`config.mk`:
```
export PLATFORM = sky130hd
export DESIGN_NAME = acc_ovf_unit
export DESIGN_NICKNAME = d
export VERILOG_FILES = /design/src/rtl/acc_ovf_pkg.sv /design/src/rtl/acc_ovf_alu.sv /design/src/rtl/acc_ovf_counter.sv /design/src/rtl/acc_ovf_unit.sv
export SDC_FILE = /design/constraint.sdc
export NUM_CORES = 1
export LEC_CHECK = 0
export BUFFER_PORTS_ARGS = -buffer_cell sky130_fd_sc_hd__buf_2
export CAP_MARGIN = 10
export CORE_ASPECT_RATIO = 0.5
export CORE_MARGIN = 8
export CORE_UTILIZATION = 59
export DETAILED_ROUTE_END_ITERATION = 7
export PLACE_DENSITY = 0.84
export SYNTH_ARGS = -nofsm -noshare
export SYNTH_HDL_FRONTEND = slang
export SYNTH_HIERARCHICAL = 1
export SYNTH_SLANG_ARGS = --single-unit
```
`constraint.sdc`:
```
create_clock -name clk -period 12.7 [get_ports clk]
set_input_delay 2.54 -clock clk [delete_from_list [all_inputs] [get_ports clk]]
set_output_delay 2.54 -clock clk [all_outputs]
set_load 0.01 [all_outputs]
```
`src/rtl/acc_ovf_pkg.sv`:
```
package acc_ovf_pkg;
  typedef enum logic [1:0] {
    OP_ADD  = 2'd0,
    OP_SUB  = 2'd1,
    OP_CMP  = 2'd2,
    OP_LOAD = 2'd3
  } acc_op_e;

  localparam int unsigned BIT_V   = 6;
  localparam int unsigned BIT_N   = 5;
  localparam int unsigned BIT_Z   = 4;
  localparam int unsigned BIT_C   = 3;
  localparam int unsigned BIT_OVM = 1;
  localparam int unsigned BIT_SXM = 0;
  localparam int unsigned LOW_W   = 10;
endpackage

```
`src/rtl/acc_ovf_alu.sv`:
```
module acc_ovf_alu
  import acc_ovf_pkg::*;
#(
  parameter int unsigned ACC_W = 32
) (
  input  logic [ACC_W-1:0] a_i,
  input  logic [ACC_W-1:0] b_i,
  input  acc_op_e          op_i,
  input  logic             sat_i,
  output logic [ACC_W-1:0] res_o,
  output logic [ACC_W-1:0] flag_val_o,
  output logic             cy_o,
  output logic             sov_o,
  output logic             sov_pos_o
);
  localparam logic [ACC_W-1:0] SAT_HI = {1'b0, {(ACC_W-1){1'b1}}};
  localparam logic [ACC_W-1:0] SAT_LO = {1'b1, {(ACC_W-1){1'b0}}};

  logic [ACC_W:0]   sum_w;
  logic [ACC_W:0]   dif_w;
  logic [ACC_W-1:0] raw;
  logic             subtract;

  always_comb begin
    sum_w     = {1'b0, a_i} + {1'b0, b_i};
    dif_w     = {1'b0, a_i} - {1'b0, b_i};
    subtract  = (op_i == OP_SUB) || (op_i == OP_CMP);
    raw       = subtract ? dif_w[ACC_W-1:0] : sum_w[ACC_W-1:0];
    cy_o      = subtract ? dif_w[ACC_W] : sum_w[ACC_W];
    if (subtract)
      sov_o = (a_i[ACC_W-1] != b_i[ACC_W-1]) && (raw[ACC_W-1] != a_i[ACC_W-1]);
    else
      sov_o = (a_i[ACC_W-1] == b_i[ACC_W-1]) && (raw[ACC_W-1] != a_i[ACC_W-1]);
    if (op_i == OP_LOAD) sov_o = 1'b0;
    sov_pos_o = sov_o && !a_i[ACC_W-1];
    if (op_i == OP_LOAD)
      res_o = b_i;
    else if (sat_i && sov_o)
      res_o = sov_pos_o ? SAT_HI : SAT_LO;
    else
      res_o = raw;
    flag_val_o = (op_i == OP_CMP) ? raw : res_o;
  end
endmodule

```
`src/rtl/acc_ovf_counter.sv`:
```
module acc_ovf_counter #(
  parameter int unsigned CNT_W = 6
) (
  input  logic             clk,
  input  logic             rst_n,
  input  logic             en_i,
  input  logic             inc_i,
  input  logic             dec_i,
  output logic [CNT_W-1:0] cnt_o
);
  localparam logic [CNT_W-1:0] CNT_MAX = {1'b0, {(CNT_W-1){1'b1}}};
  localparam logic [CNT_W-1:0] CNT_MIN = {1'b1, {(CNT_W-1){1'b0}}};

  logic [CNT_W-1:0] cnt_q;
  logic [CNT_W-1:0] cnt_d;

  always_comb begin
    cnt_d = cnt_q;
    if (en_i && inc_i)      cnt_d = cnt_q + 1'b1;
    else if (en_i && dec_i) cnt_d = cnt_q - 1'b1;
  end

  always_ff @(posedge clk or negedge rst_n) begin
    if (!rst_n)    cnt_q <= '0;
    else if (en_i) cnt_q <= cnt_d;
  end

  assign cnt_o = cnt_q;

  assert_wrap_up_R6: assert property (@(posedge clk) disable iff (!rst_n)
    (en_i && inc_i && cnt_q == CNT_MAX) |=> (cnt_q == CNT_MIN));
  assert_wrap_down_R6: assert property (@(posedge clk) disable iff (!rst_n)
    (en_i && dec_i && !inc_i && cnt_q == CNT_MIN) |=> (cnt_q == CNT_MAX));
endmodule

```
`src/rtl/acc_ovf_unit.sv`:
```
module acc_ovf_unit
  import acc_ovf_pkg::*;
#(
  parameter int unsigned ACC_W = 32,
  parameter int unsigned CNT_W = 6,
  localparam int unsigned ST_W = CNT_W + LOW_W
) (
  input  logic             clk,
  input  logic             rst_n,
  input  logic             op_en,
  input  logic [1:0]       op_sel,
  input  logic [ACC_W-1:0] operand,
  input  logic             cnt_unsigned,
  input  logic             st_wr,
  input  logic [ST_W-1:0]  st_wdata,
  output logic [ACC_W-1:0] acc,
  output logic [ST_W-1:0]  status
);
  localparam logic [ACC_W-1:0] SAT_HI = {1'b0, {(ACC_W-1){1'b1}}};
  localparam logic [ACC_W-1:0] SAT_LO = {1'b1, {(ACC_W-1){1'b0}}};

  acc_op_e          op;
  logic [ACC_W-1:0] acc_q, acc_d, res, flag_val;
  logic             cy, sov, sov_pos, is_arith;
  logic             v_q, n_q, z_q, c_q, ovm_q, sxm_q;
  logic             v_d, n_d, z_d, c_d, ovm_d, sxm_d;
  logic             cnt_en, cnt_inc, cnt_dec;
  logic [CNT_W-1:0] ovc;

  assign op       = acc_op_e'(op_sel);
  assign is_arith = (op == OP_ADD) || (op == OP_SUB);

  acc_ovf_alu #(.ACC_W(ACC_W)) u_alu (
    .a_i        (acc_q),
    .b_i        (operand),
    .op_i       (op),
    .sat_i      (ovm_q),
    .res_o      (res),
    .flag_val_o (flag_val),
    .cy_o       (cy),
    .sov_o      (sov),
    .sov_pos_o  (sov_pos)
  );

  always_comb begin
    cnt_en = op_en && is_arith && !ovm_q;
    if (cnt_unsigned) begin
      cnt_inc = (op == OP_ADD) && cy;
      cnt_dec = (op == OP_SUB) && cy;
    end else begin
      cnt_inc = sov && sov_pos;
      cnt_dec = sov && !sov_pos;
    end
  end

  acc_ovf_counter #(.CNT_W(CNT_W)) u_cnt (
    .clk   (clk),
    .rst_n (rst_n),
    .en_i  (cnt_en),
    .inc_i (cnt_inc),
    .dec_i (cnt_dec),
    .cnt_o (ovc)
  );

  always_comb begin
    acc_d = acc_q;
    n_d   = n_q;
    z_d   = z_q;
    c_d   = c_q;
    v_d   = st_wr ? st_wdata[BIT_V]   : v_q;
    ovm_d = st_wr ? st_wdata[BIT_OVM] : ovm_q;
    sxm_d = st_wr ? st_wdata[BIT_SXM] : sxm_q;
    if (op_en) begin
      if (op != OP_CMP) acc_d = res;
      n_d = flag_val[ACC_W-1];
      z_d = (flag_val == '0);
      if (op != OP_LOAD) c_d = cy;
      if (is_arith && sov) v_d = 1'b1;
    end
  end

  always_ff @(posedge clk or negedge rst_n) begin
    if (!rst_n) begin
      acc_q <= '0;
      n_q   <= 1'b0;
      z_q   <= 1'b0;
      c_q   <= 1'b0;
    end else if (op_en) begin
      acc_q <= acc_d;
      n_q   <= n_d;
      z_q   <= z_d;
      c_q   <= c_d;
    end
  end

  always_ff @(posedge clk or negedge rst_n) begin
    if (!rst_n) begin
      v_q   <= 1'b0;
      ovm_q <= 1'b0;
      sxm_q <= 1'b0;
    end else if (op_en || st_wr) begin
      v_q   <= v_d;
      ovm_q <= ovm_d;
      sxm_q <= sxm_d;
    end
  end

  assign acc    = acc_q;
  assign status = {ovc, 3'b000, v_q, n_q, z_q, c_q, 1'b0, ovm_q, sxm_q};

  assert_sat_clamp_R4: assert property (@(posedge clk) disable iff (!rst_n)
    (op_en && is_arith && ovm_q && sov) |=>
      (acc_q == ($past(sov_pos) ? SAT_HI : SAT_LO)));
  assert_cnt_frozen_R4: assert property (@(posedge clk) disable iff (!rst_n)
    (op_en && ovm_q) |=> $stable(ovc));
  assert_cmp_no_write_R7: assert property (@(posedge clk) disable iff (!rst_n)
    (op_en && op == OP_CMP) |=> ($stable(acc_q) && $stable(ovc)));
  assert_v_sticky_R8: assert property (@(posedge clk) disable iff (!rst_n)
    (v_q && !st_wr) |=> v_q);
  assert_load_keeps_cnt_R11: assert property (@(posedge clk) disable iff (!rst_n)
    (op_en && op == OP_LOAD) |=> $stable(ovc));
endmodule

```
==> impl_results.md, run 1 <==
* Multi-input gate area at 5348 sq um
* GRT overflow at 0
* Adder-Cell Fraction of Synth Area at 13.29%
* Diode count at 0
* Largest net degree at the start of global routing at 61
* HPWL Detailed at 17750 microns
* Detailed Route Iter0 Violations at 802
* Die H at 93.25 microns
* Vias in the first global route at 7026
* Reg2reg start: acc[0]
* Hold_sp: u_cnt/cnt_o[5]
* CP Capture Type: flip-flop
* EDFF count, synth at 0
* Yosys warnings at 6
* Total CTS buffers at 5
* Die X-Extent at 170.5 microns
* IO Pins at 103
* CTS tree: yes
* Main combinational cell family by area after synthesis: compound AO/OA/AOI/OAI gates
* CTS sink cnt at 44
* Post-CTS Setup Inserts at 0
* Clock transition at path regs at 0.07 ns
* Final Slew Violations at 0
* Post-synthesis mux area share at 8.548%
* Cell types occupying the most area after synthesis: dfrtp_1, ha_1, a21oi_1
* Filler cells at 1074
* GPL Wtd Cong at 0.9583
* Antenna Violating Nets Remaining at 0
* Post-CTS Hold Buffers at 0
* Simple-gate portion of the synthesized area at 18.80%
* Ys async rst share at 100.0%
* RSZ-0062 raised after global routing: no
* Relative slew slack at 20.48%
* Synth Area in XOR/XNOR at 4.478%
* Buffers on Ports at 85
* Clock skew at 0.01018 ns
* Syn avg cell area at 7.380 sq um
* PwrDens at 282.8 nW/um^2
* Met3 routed wirelength at 2619 microns
* Clock buffer depth at 2
* Initial Util at 59.99%
* Post-CTS sizing at 0
* Max Cap Viol at 0
* DR top layer: met4
* First-pass GRT wire length at 37380 microns
* Layout cells sized above 1 at 16.60%
* Area leader, netlist: dfrtp_1
* Core ar. at 11740 sq um
* Nets at 1121
* Synth Area in Compound Gates at 30.50%
* Placed insts at 1150
* Ys flop type: dfrtp_1
* Num rows at 28
* Worst-Margin Slew at 1.186 ns
* Register area share after synthesis at 15.64%
* Cell variety after synth at 81
* Tightest Hold Check Type: flip-flop to flip-flop
* Fin Setup TNS at 0 ns
* Synthesized area at 7041 sq um
* H-tree levels at 2
* Vias at 7448
* CP arrival at 7.84 ns
* Worst VDD drop at 158.2 uV
* Worst skew pair latency at 0.31 ns
* Detailed Routing Iterations Pass 1 at 5
* CP Launch Type: input pin
* Hold Slack at 0.4644 ns
* CP required at 12.87 ns
* Final Cycle Share at 60.38%
* Yosys top cell area share at 15.64%
* Tmin final at 7.668 ns
* Beginning of the critical path: operand[0]
* Die area at 15900 sq um
* P&R area growth vs syn at 7.837%
* DRT Wirelength at 23650 microns
* Via-per-instance ratio at 6.426
* Syn Inst Count at 954
* Root buf cell: clkbuf_16
* Met2 wire len at 10030 microns
* Register area at 1101 sq um
* Routed length on met1 at 10700 microns
* Worst-path maximum fanout at 6
* Hold Violations, Final at 0
* Post-DR wirelength/cell at 20.40 microns
* Outcome: complete, no violations
* Initial antenna violation count at 0
* Yosys reg bits at 44
* DRC Markers at 0
* Achievable frequency at 0.1304 GHz
* Pleak at 3.486 nW
* Tot GR Track Use at 29.11%
* CP Class: input pin to flip-flop
* # setup viols final at 0
* Non-filler cells, final at 1159
[final timing paths]
path / slack (ns) / end / cells after the start
hold reg to reg: 0.46 / u_cnt/cnt_o[5] / 1
setup reg to reg: 6.94 / u_cnt/cnt_o[4] / 20
setup / recovery: 5.03 / u_cnt/cnt_o[4] / 21
hold / removal: 0.46 / u_cnt/cnt_o[5] / 1
min in group asynchronous: 2.22 / acc[5] / 1
max in group asynchronous: 9.92 / acc[31] / 2
[critical path, cell delays in order]
cell and delay (ns):
buf_2 0.11, ha_1 0.17, inv_1 0.06, fa_1 0.39, nor2_1 0.18, o311ai_0 0.24
a2111oi_0 0.82, nor3_1 0.30, o211ai_1 0.49, a221oi_1 0.19, o21bai_1 0.17, a21oi_1 0.08
o21ai_0 0.33, nand2_1 0.13, o22ai_1 0.28, nand2_1 0.24, fa_1 0.46, a21o_1 0.20
a21oi_1 0.21, xor2_1 0.16, o21ai_0 0.09
[metal layers]
| layer | global-route usage (%) | vias up |
|---|---|---|
| met5 | 0 | - |
| li1 | - | 3469 |
| met3 | 5.717 | 30 |
| met2 | 43.65 | 419 |
| met4 | 7.034 | 0 |
| met1 | 42.01 | 3530 |
[metrics by stage]
step / worst slack (ns) / cell area (sq um) / utilization [%] / power [mW]
after floorplan: 6.336 / 7052 / - / 1.525
after global placement: 5.177 / 7400 / 63.05 / 1.893
after detailed placement: 5.013 / 7400 / 63.05 / 1.922
after CTS: 5.323 / 7572 / 64.52 / 2.102
after global routing: 4.851 / 7592 / 64.69 / 2.316
final: 5.032 / 7592 / 64.69 / 2.147
[cells by family (layout without fill, tap and decap cells)]
| family | Yosys count | in the layout |
|---|---|---|
| compound gates | 334 | 334 |
| simple gates | 288 | 288 |
| mux | 44 | 44 |
| other cells | 1 | 4 |
| xor+xnor | 36 | 36 |
| fa+ha+maj | 73 | 73 |
| buf+inv | 134 | 171 |
| flops | 44 | 44 |
[cell usage in the layout, fill, tap and decap left out, types with 6 or more instances in the layout]
master / instances
nand2_1: 94
nor3_1: 18
a211oi_1: 12
xnor2_1: 24
o21bai_1: 9
a21o_1: 13
nand2b_1: 11
inv_1: 66
nor4_1: 11
or3_1: 7
dfrtp_1: 44
buf_4: 8
o211ai_1: 11
nor2b_1: 9
a21oi_1: 120
o31ai_1: 14
o21ai_1: 26
o21ai_0: 46
o311ai_0: 8
nand4_1: 6
mux2_4: 30
buf_2: 85
nor2_1: 97
xor2_1: 12
ha_1: 69
mux2_2: 9
a31oi_1: 8
nand3_1: 14
[final cells by class]
type	count	share of cell area, %
multi-input combinational	779	70.44
sequential	44	14.50
timing repair buffer	94	6.658
inverter	69	3.411
tap	165	2.719
clock buffer	5	1.648
clock inverter	3	0.6262
[sequential cells by signal (all words and copies together) (netlist names)]
register and count:
acc 32, c_q 1, n_q 1, ovm_q 1, sxm_q 1, u_cnt/cnt_o 6, v_q 1, z_q 1
[where the power goes]
group	internal, mW	total, mW	switching, mW
clock network	0.0941	0.167	0.0730
logic	0.677	1.69	1.02
registers	0.207	0.287	0.0800
[Yosys cell counts, types with 5 or more instances]
cell and instances:
a211o_1 5, a211oi_1 12, a21o_1 13, a21oi_1 120, a31oi_1 8, buf_1 6, buf_2 18, buf_4 13
buf_6 5, clkbuf_1 23, dfrtp_1 44, ha_1 70, inv_1 66, mux2_2 9, mux2_4 30, mux2i_1 5
nand2_1 94, nand2b_1 11, nand3_1 14, nand4_1 6, nor2_1 97, nor2b_1 9, nor3_1 18, nor4_1 11
o211ai_1 11, o21ai_0 46, o21ai_1 26, o21bai_1 9, o311ai_0 8, o31ai_1 14, or3_1 7, xnor2_1 24
xor2_1 12
Note: power is estimated with default switching activity, not from simulation.
==> inputs of run 2 (changes only) <==
- CORE_UTILIZATION: 59 -> 54
- PLACE_DENSITY: 0.84 -> 0.81
- clock period: 12.7 -> 6.26 ns (I/O delays scaled with it)
==> impl_results.md, run 2 (synthesis gave the netlist of run 1 again) <==
* Outcome: complete, no violations (unchanged)
* Final Cycle Share at 90.90%
* H-tree levels at 2 (unchanged)
* Tot GR Track Use at 26.10% (was 29.11%)
* CP Class: input pin to flip-flop (unchanged)
* Nets at 1134 (was 1121)
* Die H at 96.74 microns (was 93.25 microns)
* P&R area growth vs syn at 9.472% (was 7.837%)
* Post-CTS Setup Inserts at 0 (unchanged)
* Die X-Extent at 177.5 microns (was 170.5 microns)
* CP arrival at 5.87 ns (was 7.84 ns)
* Multi-input gate area at 5348 sq um (unchanged)
* Filler cells at 1190 (was 1074)
* GRT overflow at 0 (unchanged)
* First-pass GRT wire length at 37080 microns (was 37380 microns)
* HPWL Detailed at 17760 microns (was 17750 microns)
* Worst-path maximum fanout at 6 (unchanged)
* Crit path cell chain: buf_2 -> ha_1 -> inv_1 -> fa_1 -> nor2_1 -> o311ai_0 -> a2111oi_0 -> buf_4 -> nor3_1 -> o211ai_1 -> a221oi_1 -> o21bai_1 -> a21oi_1 -> o21ai_0 -> nand2_1 -> o22ai_1 -> nand2_1 -> fa_1 -> a21o_1 -> a21oi_1 -> xor2_1 -> o21ai_0 (was buf_2 -> ha_1 -> inv_1 -> fa_1 -> nor2_1 -> o311ai_0 -> a2111oi_0 -> nor3_1 -> o211ai_1 -> a221oi_1 -> o21bai_1 -> a21oi_1 -> o21ai_0 -> nand2_1 -> o22ai_1 -> nand2_1 -> fa_1 -> a21o_1 -> a21oi_1 -> xor2_1 -> o21ai_0)
* Via-per-instance ratio at 6.368 (was 6.426)
* Largest stage delay, worst path at 0.55 ns (was 0.82 ns)
* Vias in the first global route at 6994 (was 7026)
* Post-CTS sizing at 0 (unchanged)
* Hold Slack at 0.4648 ns (was 0.4644 ns)
* Largest net degree at the start of global routing at 45 (was 61)
* Fin Setup TNS at 0 ns (unchanged)
* Hold Violations, Final at 0 (unchanged)
* Tmin final at 5.690 ns
* Worst VDD drop at 286.2 uV (was 158.2 uV)
* CP Launch Type: input pin (unchanged)
* Register area at 1101 sq um (unchanged)
* Root buf cell: clkbuf_16 (unchanged)
* Antenna Violating Nets Remaining at 0 (unchanged)
* Worst skew pair latency at 0.30 ns (was 0.31 ns)
* Critical Path Slowest Stage Cell: a2111oi_0 (unchanged)
* Max Cap Viol at 0 (unchanged)
* CP required at 6.43 ns (was 12.87 ns)
* Achievable frequency at 0.1757 GHz
* Final setup margin at 0.5697 ns (was 5.032 ns)
* Largest delay contributor family on the critical path: compound AO/OA/AOI/OAI gates (unchanged)
* Max reg flops at 32 (unchanged)
* Total CTS buffers at 5 (unchanged)
* DRT Wirelength at 23460 microns (was 23650 microns)
* Clock transition at path regs at 0.08 ns (was 0.07 ns)
* Die area at 17170 sq um (was 15900 sq um)
* RSZ-0062 raised after global routing: no (unchanged)
* Initial Util at 55.44% (was 59.99%)
* Buffers on Ports at 85 (unchanged)
* CTS sink cnt at 44 (unchanged)
* Relative slew slack at 47.14% (was 20.48%)
* Post-DR wirelength/cell at 19.93 microns (was 20.40 microns)
* Worst slack at placement at 0.3731 ns (was 5.013 ns)
* PwrDens at 568.8 nW/um^2 (was 282.8 nW/um^2)
* Detailed Routing Iterations Pass 1 at 6 (was 5)
* Core ar. at 12700 sq um (was 11740 sq um)
* Initial antenna violation count at 0 (unchanged)
* Detailed Route Iter0 Violations at 790 (was 802)
* GPL Wtd Cong at 0.9646 (was 0.9583)
* CTS tree: yes (unchanged)
* Commonest cells after routing, fill and taps aside: a21oi_1, nor2_1, nand2_1, buf_2, ha_1 (unchanged)
* R2R setup slack at 1.20 ns (was 6.94 ns)
* CP Capture Type: flip-flop (unchanged)
* Clock skew at 0.004485 ns (was 0.01018 ns)
* Num rows at 29 (was 28)
* IO Pins at 103 (unchanged)
* CP bufs+invs at 3 (was 2)
* Tightest Hold Check Type: flip-flop to flip-flop (unchanged)
* Diode count at 0 (unchanged)
* DRC Markers at 0 (unchanged)
* Clock buffer depth at 2 (unchanged)
* Layout cells sized above 1 at 17.68% (was 16.60%)
* # setup viols final at 0 (unchanged)
* Worst-Margin Slew at 0.7903 ns (was 1.186 ns)
* Vias at 7495 (was 7448)
* Post-CTS Hold Buffers at 0 (unchanged)
* Pleak at 3.551 nW (was 3.486 nW)
* Commonest non-fill, non-tap cell in the layout: a21oi_1 (unchanged)
* Final Slew Violations at 0 (unchanged)
[run 2: worst paths after layout]
check / start / to / depth (start not counted)
hold / removal: u_cnt/cnt_o[5] / u_cnt/cnt_o[5] / 1
setup / recovery: operand[0] / u_cnt/cnt_o[4] / 22
setup reg to reg: acc[1] / u_cnt/cnt_o[4] / 20
hold reg to reg: u_cnt/cnt_o[5] / u_cnt/cnt_o[5] / 1
max in group asynchronous: rst_n / acc[25] / 2
min in group asynchronous: rst_n / acc[5] / 1
[run 2: routing by layer]
metal	track usage [%]	wire, microns	share of wire [%]	up-vias
met5	0	0	0	-
li1	-	-	-	3516
met1	37.71	10560	45	3523
met3	5.741	2724	12	39
met4	5.541	339	1.4	0
met2	38.68	9834	42	417
[run 2: layout make-up]
cell class	count	share of cell area (%)
multi-input combinational	779	69.38
sequential	44	14.29
timing repair buffer	107	7.987
inverter	69	3.360
tap	170	2.760
clock buffer	5	1.623
clock inverter	3	0.6006
[run 2: through the flow]
| step | util (%) | total power [mW] | instances | instance area [sq um] |
|---|---|---|---|---|
| after floorplan | - | 3.095 | 957 | 7052 |
| after global placement | 59.18 | 3.871 | 1168 | 7516 |
| after detailed placement | 59.18 | 3.947 | 1168 | 7516 |
| after CTS | 60.53 | 4.304 | 1176 | 7687 |
| after global routing | 60.69 | 4.732 | 1177 | 7707 |
| final | 60.69 | 4.384 | 1177 | 7707 |
[run 2: report_power, final]
part,total (mW),internal (mW),switching [mW]
Combinational,3.47,1.42,2.05
Sequential,0.579,0.421,0.158
Clock,0.336,0.191,0.145
[run 2: worst register-to-register path: cells and delay by family, from the launching register on]
family                     cells  cell delay [ns]
AOI/OAI and AO/OA             11             2.49
xor gates and xnor gates       1             0.15
adders and majority gates      2             0.92
buffers and inverters          2             0.31
DFF                            1             0.49
and+or+nand+nor                4             0.58
==> inputs of run 3 (changes only) <==
- BUFFER_PORTS_ARGS: -buffer_cell sky130_fd_sc_hd__buf_2 -> -buffer_cell sky130_fd_sc_hd__clkbuf_2
==> impl_results.md, run 3 (synthesis gave the netlist of run 1 again) <==
* Post-CTS Hold Buffers at 0 (unchanged)
* Die area at 17170 sq um (unchanged)
* CP Capture Type: flip-flop (unchanged)
* Final Cycle Share at 91.34% (was 90.90%)
* Detailed Routing Iterations Pass 1 at 5 (was 6)
* Buffers on Ports at 85 (unchanged)
* Initial antenna violation count at 0 (unchanged)
* CP Launch Type: input pin (unchanged)
* Beginning of the critical path: operand[2] (was operand[0])
* Outcome: complete, no violations (unchanged)
* Worst skew pair latency at 0.31 ns (was 0.30 ns)
* DRT Wirelength at 23280 microns (was 23460 microns)
* Pleak at 3.583 nW (was 3.551 nW)
* Vias at 7435 (was 7495)
* Diode count at 0 (unchanged)
* Clock skew at 0.008672 ns (was 0.004485 ns)
* Core ar. at 12700 sq um (unchanged)
* Initial Util at 55.44% (unchanged)
* Via-per-instance ratio at 6.296 (was 6.368)
* Layout cells sized above 1 at 18.00% (was 17.68%)
* Antenna Violating Nets Remaining at 0 (unchanged)
* Tightest Hold Check Type: flip-flop to flip-flop (unchanged)
* Worst-path maximum fanout at 8 (was 6)
* IO Pins at 103 (unchanged)
* CTS sink cnt at 44 (unchanged)
* Worst VDD drop at 291.8 uV (was 286.2 uV)
* Hold_sp: u_cnt/cnt_o[5] (unchanged)
* Clock transition at path regs at 0.07 ns (was 0.08 ns)
* Num rows at 29 (unchanged)
* CP Class: input pin to flip-flop (unchanged)
* Die X-Extent at 177.5 microns (unchanged)
* P&R area growth vs syn at 9.721% (was 9.472%)
* CP required at 6.48 ns (was 6.43 ns)
* Tmin final at 5.718 ns (was 5.690 ns)
* Vias in the first global route at 7080 (was 6994)
* Max reg flops at 32 (unchanged)
* HPWL Detailed at 17760 microns (about the same)
* Commonest cells after routing, fill and taps aside: a21oi_1, nor2_1, nand2_1, clkbuf_2, ha_1 (was a21oi_1, nor2_1, nand2_1, buf_2, ha_1)
* CTS tree: yes (unchanged)
* First-pass GRT wire length at 37430 microns (was 37080 microns)
* Hold Slack at 0.4935 ns (was 0.4648 ns)
* Final Slew Violations at 0 (unchanged)
* Root buf cell: clkbuf_16 (unchanged)
* Nets at 1138 (was 1134)
* Hold Violations, Final at 0 (unchanged)
* Post-CTS sizing at 0 (unchanged)
* # setup viols final at 0 (unchanged)
* Fin Setup TNS at 0 ns (unchanged)
* GPL Wtd Cong at 0.9781 (was 0.9646)
* H-tree levels at 2 (unchanged)
* Tot GR Track Use at 26.40% (was 26.10%)
* Achievable frequency at 0.1749 GHz (was 0.1757 GHz)
* Max Cap Viol at 0 (unchanged)
* Commonest non-fill, non-tap cell in the layout: a21oi_1 (unchanged)
* Post-DR wirelength/cell at 19.71 microns (was 19.93 microns)
* Relative slew slack at 50.13% (was 47.14%)
* Clock buffer depth at 2 (unchanged)
* Post-CTS Setup Inserts at 0 (unchanged)
* PwrDens at 569.8 nW/um^2 (was 568.8 nW/um^2)
* Fin util at 60.83% (was 60.69%)
* GRT overflow at 0 (unchanged)
* Reg2reg start: acc[2] (was acc[1])
* DRC Markers at 0 (unchanged)
* Worst-Margin Slew at 0.7456 ns (was 0.7903 ns)
* Largest net degree at the start of global routing at 45 (unchanged)
* CP arrival at 5.94 ns (was 5.87 ns)
* RSZ-0062 raised after global routing: no (unchanged)
* Detailed Route Iter0 Violations at 949 (was 790)
* Total CTS buffers at 5 (unchanged)
* Die H at 96.74 microns (unchanged)
==> run 3: changes by cell type in the layout (fill, tap and decap cells not counted), sizes merged <==
cell | before | now
clkbuf | 5 | 90
buf | 107 | 26
==> run 3: layer usage <==
| metal | part of all wire (%) | GRT usage, % |
|---|---|---|
| met2 | 42 | 39.26 |
| met4 | 1.5 | 6.115 |
| met5 | 0 | 0 |
| met1 | 47 | 38.05 |
| met3 | 9.6 | 5.431 |
==> run 3: final cells by class <==
cell class | instances | area (sq um)
clock inverter | 3 | 46.29
timing repair buffer | 111 | 633.1
multi-input combinational | 779 | 5348
tap | 170 | 212.7
sequential | 44 | 1101
fill | 1186 | 4975
inverter | 69 | 259.0
clock buffer | 5 | 125.1
==> run 3: power by group <==
group	total, mW	switching (mW)	internal [mW]	leakage [nW]
Sequential	0.586	0.165	0.421	0.515
Combinational	3.48	2.05	1.43	2.99
Clock	0.335	0.144	0.191	0.0804
Total	4.40	2.36	2.04	3.58
==> run 3: final timing paths <==
check	to	slack (ns)	depth (start not counted)
worst max-delay path	u_cnt/cnt_o[5]	0.54	22
worst min-delay path	u_cnt/cnt_o[5]	0.49	1
worst max register to register	u_cnt/cnt_o[5]	1.19	20
worst min register to register	u_cnt/cnt_o[5]	0.49	1
max in group asynchronous	acc[19]	4.77	2
min in group asynchronous	acc[5]	1.05	2
==> run 3: through the flow <==
step           cells  power (mW)  area, sq um  worst slack, ns
2_1_floorplan    957       3.095         7052            1.184
4_1_cts         1181       4.326         7725           0.6225
5_1_grt         1181       4.766         7725          0.06093
3_5_place_dp    1173       3.963         7553           0.3043
6_report        1181       4.401         7725           0.5422
3_3_place_gp    1173       3.899         7553           0.4947
==> run 3: worst max-delay path, stage by stage <==
cell	delay (ns)
clkbuf_2	0.11
inv_1	0.04
ha_1	0.43
nor2_1	0.11
o311ai_0	0.57
a2111oi_0	0.26
buf_4	0.20
nor3_1	0.38
o211ai_1	0.29
a221oi_1	0.46
o21bai_1	0.13
a21oi_1	0.14
o21ai_0	0.12
nand2_1	0.12
o22ai_1	0.10
nand2_1	0.21
ha_1	0.27
a21o_1	0.19
nand4_1	0.09
nand3_1	0.10
mux2i_1	0.18
xor2_1	0.17
